[config.mk]
export PLATFORM = sky130hd
export DESIGN_NAME = triax_sample_fifo
export DESIGN_NICKNAME = d
export VERILOG_FILES = /design/src/rtl/triax_fifo_pkg.sv /design/src/rtl/triax_ctrl_decode.sv /design/src/rtl/triax_status_pack.sv /design/src/rtl/triax_sample_ram.sv /design/src/rtl/triax_sample_fifo.sv
export SDC_FILE = /design/constraint.sdc
export NUM_CORES = 2
export LEC_CHECK = 0
export BUFFER_PORTS_ARGS = -buffer_cell sky130_fd_sc_hd__buf_4
export CORE_UTILIZATION = 40
export CTS_BUF_LIST = sky130_fd_sc_hd__clkbuf_8
export DETAILED_ROUTE_END_ITERATION = 16
export GPL_TIMING_DRIVEN = 0
export HOLD_SLACK_MARGIN = 0.08
export SLEW_MARGIN = 15
export SYNTH_ARGS = -nofsm -noshare
export SYNTH_HDL_FRONTEND = slang
export SYNTH_SLANG_ARGS = --single-unit
[constraint.sdc]
create_clock -name clk -period 4.85 [get_ports clk]
set_clock_uncertainty 0.15 [all_clocks]
set_input_delay 0 -clock clk [delete_from_list [all_inputs] [get_ports clk]]
set_output_delay 0 -clock clk [all_outputs]
set_load 0.05 [all_outputs]
[src/rtl/triax_fifo_pkg.sv]
package triax_fifo_pkg;

    parameter int unsigned FIFO_DEPTH = 32;
    localparam int unsigned PTR_W     = $clog2(FIFO_DEPTH);
    localparam int unsigned CNT_W     = PTR_W + 1;
    localparam int unsigned LVL_W     = 5;

    typedef enum logic [1:0] {
        MODE_PASS  = 2'b00,
        MODE_HALT  = 2'b01,
        MODE_RING  = 2'b10,
        MODE_ARMED = 2'b11
    } fifo_mode_e;

    typedef struct packed {
        fifo_mode_e       mode;
        logic             trig_sel;
        logic [LVL_W-1:0] wm_level;
    } fifo_ctrl_t;

endpackage

[src/rtl/triax_ctrl_decode.sv]
module triax_ctrl_decode
    import triax_fifo_pkg::*;
(
    input  logic [7:0] ctrl_byte,
    output fifo_ctrl_t ctrl
);

    // policy in the top two bits, trigger choice below, level in the low field
    always_comb begin
        ctrl.mode     = fifo_mode_e'(ctrl_byte[7:6]);
        ctrl.trig_sel = ctrl_byte[5];
        ctrl.wm_level = ctrl_byte[LVL_W-1:0];
    end

endmodule

[src/rtl/triax_status_pack.sv]
module triax_status_pack
    import triax_fifo_pkg::*;
(
    input  logic [CNT_W-1:0] fill,
    input  logic [LVL_W-1:0] wm_level,
    output logic [7:0]       status_byte
);

    localparam int unsigned FIELD_W = 5;

    logic wm_hit;
    logic is_full;
    logic is_empty;

    always_comb begin
        wm_hit      = fill > CNT_W'(wm_level);
        is_full     = fill == CNT_W'(FIFO_DEPTH);
        is_empty    = fill == '0;
        status_byte = {wm_hit, is_full, is_empty, fill[FIELD_W-1:0]};
    end

endmodule

[src/rtl/triax_sample_ram.sv]
module triax_sample_ram #(
    parameter int unsigned DEPTH = 32,
    parameter int unsigned WIDTH = 48
) (
    input  logic                     clk,
    input  logic                     wr_en,
    input  logic [$clog2(DEPTH)-1:0] wr_addr,
    input  logic [WIDTH-1:0]         wr_data,
    input  logic [$clog2(DEPTH)-1:0] rd_addr,
    output logic [WIDTH-1:0]         rd_data
);

    localparam int unsigned ADDR_W = $clog2(DEPTH);

    logic [WIDTH-1:0] slot [DEPTH];

    for (genvar i = 0; i < DEPTH; i++) begin : g_slot
        always_ff @(posedge clk) begin
            if (wr_en && (wr_addr == ADDR_W'(i))) begin
                slot[i] <= wr_data;
            end
        end
    end

    assign rd_data = slot[rd_addr];

endmodule

[src/rtl/triax_sample_fifo.sv]
module triax_sample_fifo
    import triax_fifo_pkg::*;
#(
    parameter int unsigned SAMPLE_W = 16
) (
    input  logic                clk,
    input  logic                rst_n,
    input  logic [7:0]          ctrl_byte,
    input  logic                push_en,
    input  logic [SAMPLE_W-1:0] push_x,
    input  logic [SAMPLE_W-1:0] push_y,
    input  logic [SAMPLE_W-1:0] push_z,
    input  logic                pop_en,
    input  logic                trig_a,
    input  logic                trig_b,
    output logic [SAMPLE_W-1:0] pop_x,
    output logic [SAMPLE_W-1:0] pop_y,
    output logic [SAMPLE_W-1:0] pop_z,
    output logic [7:0]          status_byte
);

    localparam int unsigned SET_W = 3 * SAMPLE_W;

    typedef struct packed {
        logic [PTR_W-1:0] wr_ptr;
        logic [PTR_W-1:0] rd_ptr;
        logic [CNT_W-1:0] fill;
        logic             frozen;
        logic [SET_W-1:0] rd_set;
    } state_t;

    state_t     state_d;
    state_t     state_q;
    fifo_ctrl_t ctl;
    logic [SET_W-1:0] head_set;
    logic       ram_we;
    logic       can_pop;
    logic       is_full;
    logic       stop_full;
    logic       overwrite;
    logic       sel_trig;

    triax_ctrl_decode i_decode (
        .ctrl_byte (ctrl_byte),
        .ctrl      (ctl)
    );

    triax_sample_ram #(
        .DEPTH (FIFO_DEPTH),
        .WIDTH (SET_W)
    ) i_ram (
        .clk     (clk),
        .wr_en   (ram_we),
        .wr_addr (state_q.wr_ptr),
        .wr_data ({push_x, push_y, push_z}),
        .rd_addr (state_q.rd_ptr),
        .rd_data (head_set)
    );

    triax_status_pack i_status (
        .fill        (state_q.fill),
        .wm_level    (ctl.wm_level),
        .status_byte (status_byte)
    );

    always_comb begin
        state_d   = state_q;
        ram_we    = 1'b0;
        overwrite = 1'b0;
        stop_full = 1'b0;
        can_pop   = pop_en && (state_q.fill != '0);
        is_full   = state_q.fill == CNT_W'(FIFO_DEPTH);
        sel_trig  = ctl.trig_sel ? trig_b : trig_a;

        if (ctl.mode == MODE_PASS) begin
            // flush: pointers, count and freeze latch back to idle
            state_d.wr_ptr = '0;
            state_d.rd_ptr = '0;
            state_d.fill   = '0;
            state_d.frozen = 1'b0;
        end else begin
            stop_full = (ctl.mode == MODE_HALT) ||
                        ((ctl.mode == MODE_ARMED) && state_q.frozen);
            ram_we    = push_en && (!is_full || can_pop || !stop_full);
            overwrite = push_en && is_full && !can_pop && !stop_full;

            if (can_pop) begin
                state_d.rd_set = head_set;
            end
            if (can_pop || overwrite) begin
                state_d.rd_ptr = state_q.rd_ptr + 1'b1;
            end
            if (ram_we) begin
                state_d.wr_ptr = state_q.wr_ptr + 1'b1;
            end
            if (ram_we && !overwrite && !can_pop) begin
                state_d.fill = state_q.fill + 1'b1;
            end else if (can_pop && !ram_we) begin
                state_d.fill = state_q.fill - 1'b1;
            end
            if ((ctl.mode == MODE_ARMED) && sel_trig) begin
                state_d.frozen = 1'b1;
            end
        end
    end

    always_ff @(posedge clk) begin
        if (!rst_n) begin
            state_q <= '0;
        end else begin
            state_q <= state_d;
        end
    end

    assign {pop_x, pop_y, pop_z} = state_q.rd_set;

endmodule

==> results.md <==
- ANT nets after route: 0
- Final worst slack: 0.772 ns
- Final-report max-slew violation count: 0
- Met1 Track Usage GR: 29.6%
- Rel. slew slack: 12.7%
- Post-CTS sizing: 0
- Total global-route track usage: 21.8%
- Asr flop ratio synth: 0%
- Initial antenna violation count: 4
- Crit-path cells: buf_2 > buf_2 > nand3_1 > clkbuf_1 > o22ai_1 > a2111oi_0 > o21ai_1
- Crit path max-delay cell type: a2111oi_0
- Post-CTS Setup Repair Bufs: 0
- # IOs: 118
- CTS Sinks: 1,601
- Gr ovfl total: 0
- NetSw: 8900 uW
- Vias per cell: 5.56
- DRC viols: 0
- Busiest layer in global routing: met2
- Crit path from: state_q[57]$_SDFFE_PP0P_
- Die Y: 393 microns
- Met2 Use GR: 34.9%
- Core Region: 152,000 sq um
- CP required: 5.50 ns
- Arrival @ worst endpoint: 4.73 ns
- Cell Pwr Density: 450 nW/um^2
- H-tree depth: 5
- Layout cells sized above 1: 23.3%
- Worst Setup End Kind: flip-flop
- Pint: 23,800 uW
- Startpoint Class: flip-flop
- CP most frequent cell: buf_2
- HP Class: in -> reg
- Flop pwr share: 47.7%
- Fmax: 0.245 GHz
- Critical R2R Launch: state_q[57]$_SDFFE_PP0P_
- Main synth FF type: edfxtp_1
- DP Worst Slack: 0.885 ns
- Netlist cell types: 57
- Final setup violating endpoints: 0
- Routed wire length per instance: 28.3 microns
- Synth Cell Area: 61,200 sq um
- Final cell count without fillers: 5,932
- Routed via count: 33,000
- Vias in the first global route: 33,400
- CTS Hold Buffers Added: 121
- Drt first pass iters: 5
- Synth-to-Final Area Change: 18.7%
- Leak pwr: 0.0232 uW
- Worst Max-Slew Pin Slew: 1.31 ns
- Row count: 143
- Design area: 72,600 sq um
- Status: completed
- Net Sw Frac: 27.2%
- Final total power: 32,700 uW
- Critical Path Fanout Max: 11
- Met3 Track Usage GR: 5.27%
- TritonCTS clock tree: yes
- Warnings, synthesis: 0
- Mean Syn Cell Area: 19.6 sq um
- Mapped Cells: 3,120
- Max VDD drop: 0.334 mV
- Min Tclk post-route: 4.08 ns
- Syn nets: 3,199
- HP Start: push_z[1]
- TritonCTS buffer count: 280
- Largest net degree at the start of global routing: 33
- Clock power share: 33.8%
- CP peak stage delay: 0.99 ns
- Max_cap viols: 0
- First DRT Iteration DRCs: 4,014
- Dpl cell area: 66,500 sq um
- Comb pwr share: 18.4%
- RSZ-0062 raised after global routing: no
- WL final: 168 mm
- Final HPWL DP: 109 mm
- DIE WIDTH: 393 microns
- Fin nets: 3,794
- Clock Path Buffers: 4
- GP Congestion: 0.806
- Final Cycle Share: 84.1%
- Kind of critical path: reg -> reg
- Starting Density: 40.3%
- Post-synthesis sequential area ratio: 77.5%
- Number of synthesized flops with an enable pin: 1,536
- Util after Layout: 47.8%
- Dpl cells: 5,341
- Hold Violations, Final: 0
- Clock latency on the worst-skew pair: 0.98 ns
- Clk slew on worst S/H paths: 0.07 ns
- Register bit count reported by yosys: 1,601
- CTS root buffer: clkbuf_8
- Port Buf Inserts: 116
- Die area: 155,000 sq um
- First-pass GRT wire length: 237 mm
-- stage by stage --
| step | hold slack [ns] | TNS, ns |
|---|---|---|
| after global routing | 0.0887 | 0 |
| after floorplan | -0.0511 | 0 |
| after CTS | 0.0870 | 0 |
| final | 0.112 | 0 |
| after detailed placement | 0.153 | 0 |
| after global placement | 0.151 | -3178.95 |
-- power by group through the flow --
stage	clock, uW	sequential, uW	combinational [uW]
floorplan	0	15800	4100
global placement	0	15900	5860
detailed placement	0	15900	5940
CTS	11300	15600	6060
global route	11900	15600	6380
finish	11100	15600	6030
-- worst paths after layout --
kind	end	slack, ns	cells after the start
worst max-delay path	pop_z[2]$_SDFFE_PN0P_	0.77	7
worst min-delay path	i_ram.slot[18][1]$_DFFE_PP_	0.11	3
worst max register to register	pop_z[2]$_SDFFE_PN0P_	0.77	7
worst min register to register	pop_z[12]$_SDFFE_PN0P_	0.33	2
-- cell type report --
type,count,area (sq um)
clock buffers,310,4270
fillers,12600,79300
plain buffers,232,1250
flip-flops and latches,1601,47400
multi-input cells,1270,12700
diodes,6,15.0
inverters,17,63.8
repair buffers,313,3730
well taps,2030,2540
clock inverters,153,628
-- sequential cells by signal, indices dropped and copies added (netlist names) --
| signal | flops |
|---|---|
| state_q | 17 |
| pop_y | 16 |
| pop_z | 16 |
| pop_x | 16 |
| i_ram.slot | 1536 |
-- per-layer routing --
metal  up-vias  part of all wire [%]
met5         -                 0.013
met4         4                   2.5
met3       280                   8.5
met2      1523                    48
met1     17100                    41
li1      14100                     -
-- critical path: cells and delay by family (launching register included) --
| family | cells | cell delay (ns) |
|---|---|---|
| AOI/OAI and AO/OA | 3 | 1.37 |
| buffers and inverters | 3 | 1.36 |
| DFF | 1 | 0.30 |
| and+or+nand+nor | 1 | 0.73 |
-- layout by cell type (no fill, tap or decap), types with 66 or more instances in the layout --
cell              n
dlygate4sd3_1   112
inv_1           109
buf_12           68
mux2i_1         340
o22ai_1         122
clkbuf_8        310
nand2_1          78
clkbuf_1         83
buf_4           187
mux4_2          193
buf_2            66
edfxtp_1       1536
o21ai_0          71
-- kinds of logic after synthesis --
logic type               Yosys count  synth area share [%]
AND/OR/NAND/NOR                  232                  1.69
buffers and inverters            249                  2.14
multiplexers                     534                  12.7
AO/OA/AOI/OAI                    479                  5.56
adder cells (fa/ha/maj)           17                 0.360
XOR/XNOR                           8                 0.114
flip-flops                      1601                  77.5
-- cells in the mapped netlist (all sizes together) (36+ instances only) --
cell type | instances | area (sq um)
dfxtp | 65 | 1300
nand2 | 78 | 293
buf | 144 | 916
edfxtp | 1536 | 46100
mux2i | 340 | 3400
clkbuf | 88 | 330
o22ai | 123 | 776
o21ai | 92 | 460
nand3 | 36 | 180
nor2 | 77 | 289
mux4 | 193 | 4350
a211oi | 48 | 360
(Power assumes the default switching activity.)
